$ cat src/rtl/evch_pkg.sv
// Package: shared types for the capture/compare event channel.
// Assumes a 7-bit channel control word and a 4-bit compare-only control word.
package evch_pkg;

    typedef enum logic [1:0] {
        PA_NONE = 2'b00,
        PA_SET  = 2'b01,
        PA_CLR  = 2'b10,
        PA_TGL  = 2'b11
    } pin_act_e;

    typedef enum logic [1:0] {
        EDGE_NONE = 2'b00,
        EDGE_FALL = 2'b01,
        EDGE_RISE = 2'b10,
        EDGE_BOTH = 2'b11
    } edge_sel_e;

    // Channel control: bit0 timer, bit1 compare mode, bits3:2 edge/action,
    // bit4 overwrite, bit5 timer clear on match, bit6 A/D start on match.
    typedef struct packed {
        logic       adc_go;
        logic       tmr_clr;
        logic       ovw;
        logic [1:0] sub;
        logic       cmp_mode;
        logic       tsel;
    } ch_ctrl_t;

    // Compare-only control: bit0 timer, bits2:1 action, bit3 enable.
    typedef struct packed {
        logic     en;
        pin_act_e act;
        logic     tsel;
    } co_ctrl_t;

    localparam int CH_CTRL_W = $bits(ch_ctrl_t);
    localparam int CO_CTRL_W = $bits(co_ctrl_t);

    // Apply one pin action to a current pin level.
    function automatic logic pin_apply(logic cur, pin_act_e a);
        logic nxt;
        unique case (a)
            PA_SET:  nxt = 1'b1;
            PA_CLR:  nxt = 1'b0;
            PA_TGL:  nxt = ~cur;
            default: nxt = cur;
        endcase
        return nxt;
    endfunction

endpackage

$ cat src/rtl/evch_edge.sv
// Module: evch_edge
// Synchronizes an asynchronous input through SYNC_STAGES flops and flags
// the selected edge type for one cycle. Assumes SYNC_STAGES >= 2.
module evch_edge
    import evch_pkg::*;
#(
    parameter int SYNC_STAGES = 2
) (
    input  logic      clk,
    input  logic      rst_n,
    input  logic      din,
    input  edge_sel_e sel,
    output logic      ev
);
    logic [SYNC_STAGES-1:0] sync_q;
    logic                   prev_q;
    logic                   cur;
    logic                   rise;
    logic                   fall;

    // Shift the raw input through the synchronizer chain.
    always_ff @(posedge clk) begin
        if (!rst_n) sync_q <= '0;
        else        sync_q <= {sync_q[SYNC_STAGES-2:0], din};
    end

    assign cur = sync_q[SYNC_STAGES-1];

    // Remember the previous synchronized level for edge detection.
    always_ff @(posedge clk) begin
        if (!rst_n) prev_q <= 1'b0;
        else        prev_q <= cur;
    end

    assign rise = cur & ~prev_q;
    assign fall = ~cur & prev_q;

    // Pick the edges that the selection accepts.
    always_comb begin
        unique case (sel)
            EDGE_FALL: ev = fall;
            EDGE_RISE: ev = rise;
            EDGE_BOTH: ev = rise | fall;
            default:   ev = 1'b0;
        endcase
    end
endmodule

$ cat src/rtl/evch_capbuf.sv
// Module: evch_capbuf
// Owns the shared time register and the one-deep capture buffer.
// Within one cycle it applies a read pop first, then a capture, then a
// software write to the time register (the write wins on the value).
module evch_capbuf #(
    parameter int W = 16
) (
    input  logic         clk,
    input  logic         rst_n,
    input  logic         cap_ev,
    input  logic [W-1:0] cap_val,
    input  logic         ovw,
    input  logic         wr_time,
    input  logic [W-1:0] wr_val,
    input  logic         rd_pop,
    output logic [W-1:0] time_q,
    output logic         ovr
);
    logic [W-1:0] buf_q;
    logic         time_full;
    logic         buf_full;
    logic [W-1:0] time_n;
    logic [W-1:0] buf_n;
    logic         tf_n;
    logic         bf_n;

    // Compute the next register, buffer and flag state.
    always_comb begin
        time_n = time_q;
        buf_n  = buf_q;
        tf_n   = time_full;
        bf_n   = buf_full;
        ovr    = 1'b0;
        if (rd_pop) begin
            if (bf_n) begin
                time_n = buf_n;
                bf_n   = 1'b0;
            end else begin
                tf_n = 1'b0;
            end
        end
        if (cap_ev) begin
            if (!tf_n) begin
                time_n = cap_val;
                tf_n   = 1'b1;
            end else if (!bf_n) begin
                buf_n = cap_val;
                bf_n  = 1'b1;
            end else begin
                ovr = 1'b1;
                if (ovw) buf_n = cap_val;
            end
        end
        if (wr_time) time_n = wr_val;
    end

    // Register the storage state.
    always_ff @(posedge clk) begin
        if (!rst_n) begin
            time_q    <= '0;
            buf_q     <= '0;
            time_full <= 1'b0;
            buf_full  <= 1'b0;
        end else begin
            time_q    <= time_n;
            buf_q     <= buf_n;
            time_full <= tf_n;
            buf_full  <= bf_n;
        end
    end

    assert_buf_needs_time_R4: assert property (@(posedge clk) disable iff (!rst_n)
        buf_full |-> time_full);

    assert_pop_frees_buf_R4: assert property (@(posedge clk) disable iff (!rst_n)
        (rd_pop && !cap_ev && buf_full) |=> !buf_full);

    assert_ovr_stays_full_R5: assert property (@(posedge clk) disable iff (!rst_n)
        ovr |=> (time_full && buf_full));
endmodule

$ cat src/rtl/evch_match.sv
// Module: evch_match
// Flags a match in the first cycle a timer equals a target while enabled.
// Equality history is tracked even when disabled, so enabling the match
// with the timer already sitting on the target does not fire.
module evch_match #(
    parameter int W = 16
) (
    input  logic         clk,
    input  logic         rst_n,
    input  logic         en,
    input  logic [W-1:0] tmr,
    input  logic [W-1:0] tgt,
    output logic         hit
);
    logic eq;
    logic eq_q;

    assign eq = (tmr == tgt);

    // Remember whether the timer sat on the target last cycle.
    always_ff @(posedge clk) begin
        if (!rst_n) eq_q <= 1'b1;
        else        eq_q <= eq;
    end

    assign hit = en & eq & ~eq_q;

    assert_hit_single_R7: assert property (@(posedge clk) disable iff (!rst_n)
        hit |=> !hit);
endmodule

$ cat src/rtl/evch_pin.sv
// Module: evch_pin
// Holds the shared output pin. Applies the main channel's action first
// and then the compare-only channel's action in the same cycle.
module evch_pin
    import evch_pkg::*;
(
    input  logic     clk,
    input  logic     rst_n,
    input  pin_act_e act_main,
    input  pin_act_e act_co,
    output logic     pin_q
);
    logic pin_n;

    // Chain the two actions in fixed order.
    always_comb begin
        pin_n = pin_apply(pin_apply(pin_q, act_main), act_co);
    end

    // Register the pin level.
    always_ff @(posedge clk) begin
        if (!rst_n) pin_q <= 1'b0;
        else        pin_q <= pin_n;
    end

    assert_two_toggles_hold_R10: assert property (@(posedge clk) disable iff (!rst_n)
        (act_main == PA_TGL && act_co == PA_TGL) |=> $stable(pin_q));

    assert_idle_hold_R7: assert property (@(posedge clk) disable iff (!rst_n)
        (act_main == PA_NONE && act_co == PA_NONE) |=> $stable(pin_q));

    assert_co_set_last_R10: assert property (@(posedge clk) disable iff (!rst_n)
        (act_co == PA_SET) |=> pin_q);

    assert_co_clr_last_R10: assert property (@(posedge clk) disable iff (!rst_n)
        (act_co == PA_CLR) |=> !pin_q);
endmodule

$ cat src/rtl/evch_top.sv
// Module: evch_top
// One capture/compare event channel plus a compare-only channel sharing
// one output pin. Registers: 0 channel control, 1 channel time,
// 2 compare-only control, 3 compare-only time. Reads are combinational;
// a read of address 1 in capture mode pops the capture buffer.
// Assumes the timers are free-running counters outside this block.
module evch_top
    import evch_pkg::*;
#(
    parameter int W           = 16,
    parameter int SYNC_STAGES = 2
) (
    input  logic         clk,
    input  logic         rst_n,
    input  logic         wr_en,
    input  logic [1:0]   wr_addr,
    input  logic [W-1:0] wr_data,
    input  logic         rd_en,
    input  logic [1:0]   rd_addr,
    output logic [W-1:0] rd_data,
    input  logic [W-1:0] tmr_a,
    input  logic [W-1:0] tmr_b,
    input  logic         cap_in,
    output logic         pin_out,
    output logic         evt_irq,
    output logic         ovr_irq,
    output logic         cmp_irq,
    output logic         adc_start,
    output logic [1:0]   tmr_rst
);
    localparam int NTMR = 2;

    ch_ctrl_t     ctrl_q;
    co_ctrl_t     co_ctrl_q;
    logic [W-1:0] co_time_q;
    logic [W-1:0] time_q;
    logic [W-1:0] tmr_arr [NTMR];
    logic [W-1:0] main_tmr;
    logic [W-1:0] co_tmr;
    logic         edge_ev;
    logic         cap_ev;
    logic         rd_pop;
    logic         ovr;
    logic         main_hit;
    logic         co_hit;
    pin_act_e     act_main;
    pin_act_e     act_co;

    assign tmr_arr[0] = tmr_a;
    assign tmr_arr[1] = tmr_b;
    assign main_tmr   = tmr_arr[ctrl_q.tsel];
    assign co_tmr     = tmr_arr[co_ctrl_q.tsel];

    // Hold the control and compare-only target registers.
    always_ff @(posedge clk) begin
        if (!rst_n) begin
            ctrl_q    <= '0;
            co_ctrl_q <= '0;
            co_time_q <= '0;
        end else if (wr_en) begin
            unique case (wr_addr)
                2'd0:    ctrl_q    <= ch_ctrl_t'(wr_data[CH_CTRL_W-1:0]);
                2'd2:    co_ctrl_q <= co_ctrl_t'(wr_data[CO_CTRL_W-1:0]);
                2'd3:    co_time_q <= wr_data;
                default: ;
            endcase
        end
    end

    // Return the addressed register.
    always_comb begin
        rd_data = '0;
        unique case (rd_addr)
            2'd0:    rd_data[CH_CTRL_W-1:0] = ctrl_q;
            2'd1:    rd_data = time_q;
            2'd2:    rd_data[CO_CTRL_W-1:0] = co_ctrl_q;
            default: rd_data = co_time_q;
        endcase
    end

    evch_edge #(.SYNC_STAGES(SYNC_STAGES)) u_edge (
        .clk   (clk),
        .rst_n (rst_n),
        .din   (cap_in),
        .sel   (edge_sel_e'(ctrl_q.sub)),
        .ev    (edge_ev)
    );

    assign cap_ev = edge_ev & ~ctrl_q.cmp_mode;
    assign rd_pop = rd_en & (rd_addr == 2'd1) & ~ctrl_q.cmp_mode;

    evch_capbuf #(.W(W)) u_capbuf (
        .clk     (clk),
        .rst_n   (rst_n),
        .cap_ev  (cap_ev),
        .cap_val (main_tmr),
        .ovw     (ctrl_q.ovw),
        .wr_time (wr_en && wr_addr == 2'd1),
        .wr_val  (wr_data),
        .rd_pop  (rd_pop),
        .time_q  (time_q),
        .ovr     (ovr)
    );

    evch_match #(.W(W)) u_match_main (
        .clk   (clk),
        .rst_n (rst_n),
        .en    (ctrl_q.cmp_mode),
        .tmr   (main_tmr),
        .tgt   (time_q),
        .hit   (main_hit)
    );

    evch_match #(.W(W)) u_match_co (
        .clk   (clk),
        .rst_n (rst_n),
        .en    (co_ctrl_q.en),
        .tmr   (co_tmr),
        .tgt   (co_time_q),
        .hit   (co_hit)
    );

    assign act_main = main_hit ? pin_act_e'(ctrl_q.sub) : PA_NONE;
    assign act_co   = co_hit   ? co_ctrl_q.act          : PA_NONE;

    evch_pin u_pin (
        .clk      (clk),
        .rst_n    (rst_n),
        .act_main (act_main),
        .act_co   (act_co),
        .pin_q    (pin_out)
    );

    // Register the single-cycle event strobes.
    always_ff @(posedge clk) begin
        if (!rst_n) begin
            evt_irq   <= 1'b0;
            ovr_irq   <= 1'b0;
            cmp_irq   <= 1'b0;
            adc_start <= 1'b0;
        end else begin
            evt_irq   <= cap_ev | main_hit;
            ovr_irq   <= ovr;
            cmp_irq   <= co_hit;
            adc_start <= main_hit & ctrl_q.adc_go;
        end
    end

    // One timer-clear request flop per timer.
    for (genvar t = 0; t < NTMR; t++) begin : g_trst
        // Pulse the clear request of the timer the channel is using.
        always_ff @(posedge clk) begin
            if (!rst_n) tmr_rst[t] <= 1'b0;
            else        tmr_rst[t] <= main_hit & ctrl_q.tmr_clr & (ctrl_q.tsel == t[0]);
        end
    end

    assert_trst_onehot_R8: assert property (@(posedge clk) disable iff (!rst_n)
        $onehot0(tmr_rst));

    assert_adc_with_evt_R8: assert property (@(posedge clk) disable iff (!rst_n)
        adc_start |-> evt_irq);
endmodule

$ cat config.mk
export PLATFORM = sky130hd
export DESIGN_NAME = evch_top
export DESIGN_NICKNAME = d
export VERILOG_FILES = /design/src/rtl/evch_pkg.sv /design/src/rtl/evch_edge.sv /design/src/rtl/evch_capbuf.sv /design/src/rtl/evch_match.sv /design/src/rtl/evch_pin.sv /design/src/rtl/evch_top.sv
export SDC_FILE = /design/constraint.sdc
export NUM_CORES = 1
export LEC_CHECK = 0
export BUFFER_PORTS_ARGS = -buffer_cell sky130_fd_sc_hd__buf_2
export CAP_MARGIN = 20
export CORE_ASPECT_RATIO = 1.5
export CORE_UTILIZATION = 55
export CTS_CLUSTER_SIZE = 16
export DETAILED_ROUTE_END_ITERATION = 7
export GPL_TIMING_DRIVEN = 0
export PLACE_DENSITY = 0.85
export SYNTH_ARGS = -nofsm -noshare
export SYNTH_HDL_FRONTEND = slang
export SYNTH_SLANG_ARGS = --single-unit
$ cat constraint.sdc
create_clock -name clk -period 5.74 [get_ports clk]
set_clock_uncertainty 0.1 [all_clocks]
set_input_delay 0.287 -clock clk [delete_from_list [all_inputs] [get_ports clk]]
set_output_delay 0.287 -clock clk [all_outputs]
set_load 0.01 [all_outputs]
Yosys cells after proc, flatten, opt, wreduce, memory -nomap -nowiden
Cells that the tools add are included.
- flip-flop bits (word level): 73
- input bits: 57
- output and inout port bits: 23
- eq/ne operators: 17
- $lt $le $gt $ge: 2
- reductions and logical operators: 9
- multiplexer cells: 28
- bitwise gates (word level): 25
- operators with widths (cell ; number):
    $mux W16 ; 13
    $eq A16 B16 Y1 ; 2
    $eq A2 B2 Y1 const B ; 9
    $pmux W9 S2 ; 1
    $and A1 B1 Y1 ; 13
    $pmux W4 S3 ; 1
    $eq A2 B1 Y1 const B ; 5
    $pmux W1 S3 ; 3
    $pmux W3 S3 ; 1
    $not A1 Y1 ; 8
    $mux W1 ; 7
    $reduce_and A2 Y1 ; 3
    $reduce_and A3 Y1 ; 2
    $ge A2 B2 Y1 const B ; 2
    $logic_not A2 Y1 ; 2
    $mux W2 ; 2
    $not A1 Y2 ; 2
    $ne A2 B2 Y1 const B ; 1
    $or A1 B1 Y1 ; 2
    $reduce_or A2 Y1 ; 1
    $logic_and A1 B1 Y1 ; 1

Logic depth before layout (Yosys ltp)
Gate-level depths: netlist of run 1.
- depth after elaboration: 12
- depth in mapped cells: 10

Modules after synthesis
A second synthesis of run 1 with hierarchy kept.
- cells, all modules: 461
- area, all modules: 4149.0 µm²
- by module, submodules not included (module ; times used ; area an instance (µm²) ; cells each):
    evch_top ; 1 ; 1970.6 ; 201
    evch_capbuf ; 1 ; 1576.5 ; 191
    evch_match ; 2 ; 207.7 ; 24
    evch_edge ; 1 ; 137.6 ; 15
    evch_pin ; 1 ; 48.8 ; 6

Least setup slack after synthesis of run 1
No wires, ideal clock.
- path type: reg-to-reg
- start point: register u_edge.prev_q
- end point: register u_capbuf.buf_q[10]
- required time: 5.512 ns
- library setup time: 0.128 ns
- buffers on the path: 1
- arrival time: 2.037 ns
- path slack: 3.476 ns
- stages on the path, launching flop included: 11
- period minus slack after synthesis: 2.264 ns
- cells stage by stage: dfxtp_1 inv_1 ha_1 nor2b_1 o21ai_1 a21oi_1 nand2_1 nor3_4 buf_4 mux2i_1 nor2_1
- cells in the longest elaborated chain, start to end: 6
- elaborated cells on any way between the ends: 7
- classes of those cells: 1 x mux; 5 x bitwise; 1 x reduce/logical
- ends and longest elaborated chain (what ; RTL line ; RTL):
    start: declaration ; evch_edge.sv:16 ; logic prev_q;
    start signal: assignment ; evch_edge.sv:32 ; else prev_q <= cur;
    $not A1 Y1 ; evch_edge.sv:35 ; assign rise = cur & ~prev_q;
    $and A1 B1 Y1 ; evch_edge.sv:35 ;
    $or A1 B1 Y1 ; evch_edge.sv:43 ; EDGE_BOTH: ev = rise | fall;
    $pmux W1 S3 * ; evch_edge.sv:40 ; unique case (sel)
    $and A1 B1 Y1 * ; evch_top.sv:89 ; assign cap_ev = edge_ev & ~ctrl_q.cmp_mode;
    $reduce_and A3 Y1 (no source line) * ; -- ;
    end signal: assignment ; evch_capbuf.sv:66 ; buf_q <= buf_n;
    end: declaration ; evch_capbuf.sv:19 ; logic [W-1:0] buf_q;
Mark *: on every way between the ends. The rest lies on a longest branch, timed or not.
A chain may end at the register's enable or synchronous reset.

Worst setup path after layout of run 1
- start point: register ctrl_q[0] in the netlist's numbering
- end point: register tmr_rst[0]
- cells in the longest elaborated chain, start to end: 9
- elaborated cells on any way between the ends: 10
- classes of those cells: 1 x eq/ne; 3 x mux; 6 x bitwise
- ends and longest elaborated chain (what ; RTL line ; RTL):
    start: declaration ; evch_top.sv:33 ; ch_ctrl_t ctrl_q;
    start signal: assignment ; evch_top.sv:62 ; 2'd0: ctrl_q <= ch_ctrl_t'(wr_data[CH_CTRL_W-1:0]);
    $not A1 Y2 (implied by the code) ; evch_top.sv:51 ; assign main_tmr = tmr_arr[ctrl_q.tsel];
    $mux W16 (implied by the code) (3 in a row) ; evch_top.sv:51 ;
    $eq A16 B16 Y1 ; evch_match.sv:18 ; assign eq = (tmr == tgt);
    $and A1 B1 Y1 (2 in a row) ; evch_match.sv:26 ; assign hit = en & eq & ~eq_q;
    $and A1 B1 Y1 ; evch_top.sv:154 ; else tmr_rst[t] <= main_hit & ctrl_q.tmr_clr & (ctrl_q.tsel == t[0]);
    $and A1 B1 Y1 * ; evch_top.sv:154 ;
    end signal: indexed assignment ; evch_top.sv:154 ;
    end: declaration ; evch_top.sv:29 ; output logic [1:0] tmr_rst
Mark *: on every way between the ends. The rest lies on a longest branch, timed or not. The select of a mux whose other input is x is not followed.

==> results of run 1 <==
==> path summary, 6_finish.rpt <==
| path | depth (start not counted) | slack (ps) | to |
|---|---|---|---|
| worst max-delay path | 9 | 3000 | tmr_rst[0] |
| worst min register to register | 2 | 380 | u_edge.prev_q |
| worst max register to register | 9 | 3000 | tmr_rst[0] |
| worst min-delay path | 2 | 40 | u_edge.sync_q[0] |
==> area by class of cell <==
type / count / area (um2) / area share (%)
multi-input combinational: 343 / 2369 / 50.03
timing repair buffer: 79 / 395.4 / 8.351
sequential: 73 / 1461 / 30.87
clock inverter: 5 / 102.6 / 2.167
buffer: 27 / 145.1 / 3.066
inverter: 6 / 22.52 / 0.4757
tap: 78 / 97.59 / 2.061
clock buffer: 11 / 141.4 / 2.986
==> state kept, by name, indices dropped and copies added, names as in the netlist, 2 cells and up <==
register and flops:
u_edge.sync_q 2, co_time_q 16, u_capbuf.time_q 16, tmr_rst 2, u_capbuf.buf_q 16, ctrl_q 7, co_ctrl_q 4
==> per-stage QoR <==
stage          hold WS [ps]  utilization, %
2_1_floorplan         311.9               -
3_3_place_gp          362.8           64.67
3_5_place_dp          373.0           64.67
4_1_cts               42.74           68.18
5_1_grt               35.46           68.18
6_report              44.20           68.18
==> kinds of logic (layout without fill, tap and decap cells) <==
logic type	count (synthesis)	count (layout)	share of synthesized area [%]
AO/OA/AOI/OAI	61	61	8.920
XOR/XNOR	32	32	7.011
adder cells (fa/ha/maj)	2	2	0.6259
buffers and inverters	33	128	4.194
flip-flops	73	73	36.56
multiplexers	90	90	24.38
AND/OR/NAND/NOR	158	158	18.31
==> power by group through the flow <==
stage | logic, mW | registers, mW | clock network [mW]
after floorplan | 0.0954 | 0.542 | 0
after global placement | 0.150 | 0.544 | 0
after detailed placement | 0.154 | 0.545 | 0
after CTS | 0.156 | 0.533 | 0.495
after global routing | 0.169 | 0.535 | 0.522
final | 0.159 | 0.534 | 0.498
==> layout by cell type, fill, tap and decap left out, drive strengths merged, types with 11 or more instances in the layout <==
master | Yosys | layout
o211ai | 17 | 17
nand2 | 70 | 70
nor2b | 11 | 11
xnor2 | 16 | 16
xor2 | 16 | 16
a21oi | 35 | 35
buf | 8 | 87
mux2 | 16 | 16
dfxtp | 73 | 73
clkbuf | 19 | 30
mux2i | 70 | 70
nor2 | 39 | 39
==> routing by layer <==
layer,share of wire (%),vias up,track usage (%),wire (um)
li1,-,1743,-,-
met1,39,1744,36.09,4661
met2,49,238,52.90,5783
met3,8.0,51,7.109,950
met4,3.7,0,16.53,441
met5,0,-,0,0
==> worst register-to-register path, stage by stage (launching register included) <==
cell and delay [ps]:
dfxtp_1 330, buf_6 180, buf_6 190, mux2_2 390, xor2_1 160, nor4_1 320
nand4_1 330, nor3b_2 430, nand3_1 160, nor2_1 110
==> results.md, run 1 <==
* Outcome: finished, final reports clean
* Worst R2R Start: ctrl_q[0]
* Routed len/inst at 19.03 um
* Yosys reg bits at 73
* Register area share after synthesis at 36.56%
* Ant diodes at 0
* Post-DP HPWL at 8385 um
* Largest net degree at the start of global routing at 13
* H-tree depth at 3
* Pwr Total at 1.191 mW
* Via count at 3776
* CTS max path bufs at 2
* Critical Path Source Type: flop
* Die Ht at 106.4 um
* Biggest area consumer among synthesized cells: dfxtp_1
* First-pass GRT wire length at 18000 um
* Post-Syn Area at 3998 um2
* Reg power frac at 44.9%
* Post-synthesis net count at 508
* Filler Cells Inserted at 524
* Clock share of power at 41.8%
* Psw at 0.3023 mW
* DR iter-0 viols at 333
* Internal at 0.8886 mW
* Worst hold path type: in -> reg
* Vias in the first global route at 3573
* Crit path launch: ctrl_q[0]
* DP Area at 4491 um2
* # port buffers at 79
* Relative slew slack at 37.79%
* Post-Syn Instances at 449
* Pwr Density at 251.5 nW/um2
* Vias/cell at 6.071
* GRT overflow at 0
* Crit-path leading delay family: simple AND/OR/NAND/NOR gates
* Post-synth top cells: 73 x dfxtp_1, 70 x mux2i_1, 70 x nand2_1
* Final setup viols at 0
* Design Area, Final at 4735 um2
* Min Tclk post-route at 2743 ps
* Power share of the combinational group at 13.4%
* Final hold viol count at 0
* Fin. max-slew vios at 0
* Clk sinks at 73
* Max incr delay on CP at 430 ps
* Routability congestion estimate at 0.9132
* Net Sw Frac at 25.39%
* Clk pin slew, worst setup/hold paths at 80 ps
* Crit. End Element: flop
* Final nets at 598
* Async SR Flop Fraction at 0%
* CTS tree: done
* EDFF count, synth at 0
* Initial antenna violation count at 0
* Count leader, synth: dfxtp_1
* Slowest CP cell: nor3b_2
* Max-Cap Viols at 0
* Pleak at 2.058 nW
* Peak supply drop at 158.0 uV
* DR pass1 iterations at 7
* Worst-Margin Slew at 933.1 ps
* Top_reg_cell synth: dfxtp_1
* Core Area at 6944 um2
* Final setup margin at 2997 ps
* Hold_sp: cap_in
* Synth area leaders: dfxtp_1 37%, mux2i_1 18%, nand2_1 6.6%, mux2_2 4.5%, a21oi_1 4.4%
* I/O pins at 80
* Share of cells above drive strength 1 at 22.43%
* Worst path arrival time at 2940 ps
* Syn Area/Cell at 8.903 um2
* RSZ-0062 raised after global routing: false
* Pre-CTS setup slack at 3090 ps
* Final worst-path cycle share at 47.78%
* Row count at 37
* Root buffer cell: clkbuf_8
* WP data required at 5940 ps
* Postcts setup bufs at 0
* Critical path type: reg -> reg
* Final WL at 11840 um
* Chip width at 71.61 um
* Final non-filler cell total at 622
* Netlist cell types at 40
* Number of placed cells counting well taps at 606
* ANT nets after route at 0
* Setup TNS Final at 0 ps
* CP cell instances: buf_6, buf_6, mux2_2, xor2_1, nor4_1, nand4_1, nor3b_2, nand3_1, nor2_1
* Cts repair resizes at 0
* Gr usage total at 31.26%
* Post-synth top area share at 36.56%
* F_max at 364.6 MHz
* # hold bufs at CTS at 0
* Layout area overhead at 18.44%
* Most used cell, CP: buf_6
* Die area at 7620 um2
* Worst skew pair latency at 360 ps
* Worst Path Buf+Inv at 2
* Starting Density at 57.57%
* Yosys warnings at 0
* DR DRC count at 0
* Crit Path Max Fanout at 10
* CTS buffer count at 9
Note: power is estimated with default switching activity, not from simulation.
==> run 2, diff against run 1 <==
==> constraint.sdc (replaced) <==
create_clock -name clk -period 2.6 [get_ports clk]
set_clock_uncertainty 0.1 [all_clocks]
set_input_delay 0.13 -clock clk [delete_from_list [all_inputs] [get_ports clk]]
set_output_delay 0.13 -clock clk [all_outputs]
set_load 0.01 [all_outputs]
==> run 2 against run 1 <==
Effect of this change: sequential power rose by 120%; power rose by 130%; non-clock buffer count rose by 30; clock power rose by 120%; sequential cell count did not move; critical path depth rose by 1; largest cell class unchanged; critical endpoint is now u_pin.pin_q; maximum frequency rose by 6.6%.
==> results.md, run 2 (synthesis results as in run 1) <==
* Util after Layout at 73.51% (+5.3 points)
* Critical Path Source Type: flop
* GRT overflow at 0 (unchanged)
* Hold slack at 43.17 ps (-1.029 ps)
* Routability congestion estimate at 0.9132 (unchanged)
* Pwr Density at 525.8 nW/um2 (+110%)
* Worst Path Buf+Inv at 3 (+1)
* Commonest cells after routing, fill and taps aside: 80 x buf_2, 73 x dfxtp_1, 70 x nand2_1, 66 x mux2i_1, 39 x nor2_1
* Number of placed cells counting well taps at 606 (unchanged)
* Relative slew slack at 39.74% (+1.9 points)
* I/O pins at 80 (unchanged)
* Root buffer cell: clkbuf_8
* # port buffers at 79 (unchanged)
* Routed len/inst at 19.67 um (+3.4%)
* Commonest non-fill, non-tap cell in the layout: buf_2
* CTS buffer count at 9 (unchanged)
* Final worst-path cycle share at 99.00% (+51 points)
* Peak supply drop at 344.1 uV (+120%)
* Via count at 3993 (+5.7%)
* Final nets at 628 (+5.0%)
* Largest net degree at the start of global routing at 13 (unchanged)
* F_max at 388.5 MHz (+6.6%)
* Die area at 7620 um2 (unchanged)
* Chip width at 71.61 um (unchanged)
* Post-DP HPWL at 8385 um (unchanged)
* Initial antenna violation count at 0 (unchanged)
* Largest regs: co_time_q: 16 flops, u_capbuf.buf_q: 16 flops, u_capbuf.time_q: 16 flops
* Vias/cell at 6.124 (+0.88%)
* Share of cells above drive strength 1 at 25.61% (+3.2 points)
* First-pass GRT wire length at 18760 um (+4.2%)
* Worst skew pair latency at 360 ps (about the same)
* Fin. max-slew vios at 0 (unchanged)
* Min Tclk post-route at 2574 ps (-168.7 ps)
* Setup TNS Final at 0 ps (unchanged)
* Pleak at 2.227 nW (+8.2%)
* Starting Density at 57.57% (unchanged)
* Worst-Margin Slew at 903.9 ps (-29.21 ps)
* CTS tree: done
* Clk pin slew, worst setup/hold paths at 80 ps (about the same)
* DR DRC count at 0 (unchanged)
* CTS max path bufs at 2 (unchanged)
* Final hold viol count at 0 (unchanged)
* Core Area at 6944 um2 (unchanged)
* Clk sinks at 73 (unchanged)
* Final setup viols at 0 (unchanged)
* Worst path arrival time at 2710 ps (-230 ps)
* Die Ht at 106.4 um (unchanged)
* Slowest CP cell: or3_4
* CP cell instances: buf_8, buf_12, buf_4, mux2i_1, xnor2_1, nor4_2, nand4_1, or3_4, a32oi_1, o211ai_1
* Max-Cap Viols at 0 (unchanged)
* Crit Path Max Fanout at 7 (-3)
* WP data required at 2740 ps (-3200 ps)
* Gr usage total at 32.60% (+1.3 points)
* Pwr Total at 2.684 mW (+130%)
* Row count at 37 (unchanged)
* DR iter-0 viols at 473 (+42%)
* ANT nets after route at 0 (unchanged)
* Crit. End Element: flop
* Worst hold path type: in -> reg
* Final non-filler cell total at 652 (+4.8%)
* H-tree depth at 3 (unchanged)
* Crit-path leading delay family: simple AND/OR/NAND/NOR gates
* Outcome: finished, final reports clean
* Max incr delay on CP at 390 ps (-40 ps)
* DR pass1 iterations at 5 (-2)
* Ant diodes at 0 (unchanged)
* Layout area overhead at 27.70%
* Vias in the first global route at 3780 (+5.8%)
* Critical path type: reg -> reg
* Final WL at 12830 um (+8.4%)
run 2: worst paths after layout:
| kind | startpoint | endpoint | slack (ps) | cells after the start |
|---|---|---|---|---|
| max | co_ctrl_q[0] | u_pin.pin_q | 30 | 10 |
| max reg2reg | co_ctrl_q[0] | u_pin.pin_q | 30 | 10 |
| min | rst_n | co_time_q[2] | 40 | 3 |
| min reg2reg | u_edge.sync_q[1] | u_edge.prev_q | 380 | 2 |
run 2: area by class of cell:
cell class              count  area [um2]
flip-flops and latches     73        1461
clock inverters             5       102.6
inverters                   6       22.52
plain buffers              26       137.6
multi-input cells         343        2455
repair buffers            110       686.9
well taps                  78       97.59
clock buffers              11       141.4
fillers                   458        1839
run 2: what timing repair did:
action                                 4_1_cts  5_1_grt
buffers inserted                             1       13
hold buffers                                17        0
pin swaps                                    2        7
setup endpoints to repair                   13       13
resized for setup                            2       16
endpoints found under the hold margin       35        0
run 2: where the power goes:
group | internal (mW) | total [mW] | switching (mW)
clock | 0.662 | 1.10 | 0.441
sequential | 1.15 | 1.18 | 0.0325
combinational | 0.182 | 0.401 | 0.219
run 2: routing by layer:
layer / global-route usage, % / share of wire (%) / vias to the layer above
met5: 0 / 0 / -
met4: 17.09 / 4.5 / 0
met3: 7.109 / 9.0 / 64
met2: 56.27 / 49 / 268
met1: 36.93 / 37 / 1860
li1: - / - / 1801
run 2: per-stage QoR:
stage	instance area, um2	setup slack, ps
2_1_floorplan	3998	335.7
3_3_place_gp	4491	35.92
3_5_place_dp	4491	-49.59
4_1_cts	4925	14.58
5_1_grt	5105	-139.4
6_report	5105	26.11
run 2: worst register-to-register path: stages, from the launching register on:
cell and delay (ps):
dfxtp_1 350, buf_8 120, buf_12 120, buf_4 120, mux2i_1 250, xnor2_1 110
nor4_2 350, nand4_1 250, or3_4 390, a32oi_1 200, o211ai_1 100
==> run 3, diff against run 2 <==
==> constraint.sdc (replaced) <==
create_clock -name clk -period 2.93 [get_ports clk]
set_clock_uncertainty 0.1 [all_clocks]
set_input_delay 0.1465 -clock clk [delete_from_list [all_inputs] [get_ports clk]]
set_output_delay 0.1465 -clock clk [all_outputs]
set_load 0.01 [all_outputs]
==> run 3 against run 2 <==
Effect of this change: clock-buffer cell count unchanged; power decreased by 12%; clock power decreased by 11%; setup slack improved by 150 ps; die area unchanged; critical path type unchanged; largest cell class unchanged; largest power group unchanged.
==> results.md, run 3 (synthesis results as in run 1) <==
* I/O pins at 80 (unchanged)
* Via count at 3883 (-2.8%)
* Commonest non-fill, non-tap cell in the layout: buf_2
* DR iter-0 viols at 346 (-27%)
* F_max at 363.6 MHz (-6.4%)
* Final WL at 12250 um (-4.5%)
* Routability congestion estimate at 0.9132 (unchanged)
* Slowest CP cell: nor4_1
* Gr usage total at 32.54% (-0.059 points)
* Largest net degree at the start of global routing at 13 (unchanged)
* Outcome: finished, final reports clean
* Share of cells above drive strength 1 at 21.79% (-3.8 points)
* Fin. max-slew vios at 0 (unchanged)
* First-pass GRT wire length at 18680 um (-0.44%)
* Core Area at 6944 um2 (unchanged)
* Die Ht at 106.4 um (unchanged)
* Relative slew slack at 38.83% (-0.91 points)
* DR pass1 iterations at 8 (+3)
* CP cell instances: buf_6, buf_12, mux2i_1, xnor2_1, nor4_1, nand4_1, or3_1, a32oi_1, o211ai_1
* Clk sinks at 73 (unchanged)
* Largest regs: co_time_q: 16 flops, u_capbuf.buf_q: 16 flops, u_capbuf.time_q: 16 flops
* Initial antenna violation count at 0 (unchanged)
* Min Tclk post-route at 2750 ps (+176.2 ps)
* Commonest cells after routing, fill and taps aside: 80 x buf_2, 73 x dfxtp_1, 70 x mux2i_1, 70 x nand2_1, 39 x nor2_1
* # hold bufs at CTS at 16 (-1)
* Root buffer cell: clkbuf_8
* CTS max path bufs at 2 (unchanged)
* Final nets at 614 (-2.2%)
* Row count at 37 (unchanged)
* Worst hold path type: in -> reg
* Final worst-path cycle share at 93.86% (-5.1 points)
* WP data required at 3060 ps (+320 ps)
* Vias/cell at 6.086 (-0.62%)
* Worst path arrival time at 2890 ps (+180 ps)
* Critical path type: reg -> reg
* CTS tree: done
* Cts repair resizes at 0 (-2)
* Setup TNS Final at 0 ps (unchanged)
* Pwr Density at 480.7 nW/um2 (-8.6%)
* Postcts setup bufs at 0 (-1)
* Critical Path Source Type: flop
* CTS buffer count at 9 (unchanged)
* Post-DP HPWL at 8385 um (unchanged)
* RSZ-0062 raised after global routing: false
* GRT overflow at 0 (unchanged)
* Starting Density at 57.57% (unchanged)
* Pleak at 2.125 nW (-4.6%)
* Chip width at 71.61 um (unchanged)
* # port buffers at 79 (unchanged)
* Final hold viol count at 0 (unchanged)
* Layout area overhead at 22.44%
* ANT nets after route at 0 (unchanged)
* Ant diodes at 0 (unchanged)
* Crit. End Element: flop
* Clk pin slew, worst setup/hold paths at 80 ps (about the same)
* Crit Path Max Fanout at 10 (+3)
* Worst skew pair latency at 360 ps (about the same)
* Routed len/inst at 19.20 um (-2.4%)
* Worst-Margin Slew at 917.5 ps (+13.62 ps)
* Die area at 7620 um2 (unchanged)
* Max-Cap Viols at 0 (unchanged)
* Vias in the first global route at 3754 (-0.69%)
* Max incr delay on CP at 510 ps (+120 ps)
* Peak supply drop at 315.3 uV (-8.4%)
* H-tree depth at 3 (unchanged)
* DR DRC count at 0 (unchanged)
* Hold slack at 24.41 ps (-18.76 ps)
* Final setup viols at 0 (unchanged)
[run 3: changes by cell type in the layout (fill, tap and decap cells not counted), moves of 2 or more]
cell     before  now
buf_4        13    1
mux2i_1      66   70
mux2i_2       2    0
mux2i_4       2    0
nor4_1        3    8
nor4_2        5    0
[run 3: power by group]
group	internal, mW	switching (mW)
clock network	0.588	0.389
registers	1.02	0.0277
logic	0.149	0.182
[run 3: worst paths after layout]
check,startpoint,to,slack [ps],cells past startpoint
worst max-delay path,co_ctrl_q[0],u_pin.pin_q,180,9
worst min-delay path,wr_data[1],co_time_q[1],20,3
worst max register to register,co_ctrl_q[0],u_pin.pin_q,180,9
worst min register to register,u_edge.sync_q[1],u_edge.prev_q,380,2
[run 3: layer usage]
layer / GRT usage (%) / wire length (um) / vias up / share of wire [%]
li1: - / - / 1770 / -
met1: 36.63 / 4640 / 1786 / 38
met2: 56.13 / 6004 / 266 / 49
met3: 7.488 / 1058 / 61 / 8.6
met4: 17.09 / 548 / 0 / 4.5
met5: 0 / 0 / - / 0
[run 3: layout make-up]
cell class / instances / area [um2]
well taps: 78 / 97.59
flip-flops and latches: 73 / 1461
clock buffers: 11 / 141.4
inverters: 6 / 22.52
clock inverters: 5 / 102.6
multi-input cells: 343 / 2369
plain buffers: 27 / 145.1
fillers: 502 / 2049
repair buffers: 95 / 555.5
[run 3: per-stage QoR]
stage	cells	power (mW)	worst slack (ps)	area (um2)	utilization (%)
2_1_floorplan	449	1.248	665.7	3998	-
6_report	638	2.353	179.9	4895	70.49
3_5_place_dp	606	1.369	280.4	4491	64.67
4_1_cts	638	2.336	280.3	4895	70.49
3_3_place_gp	606	1.360	365.9	4491	64.67
5_1_grt	638	2.423	96.55	4895	70.49
[run 3: worst max-delay path, delay by kind of cell, from the launching register on]
family	cells	cell delay, ps
xor+xnor	1	80
flops	1	330
simple gates	3	1220
compound gates	2	300
mux	1	220
buf+inv	2	360
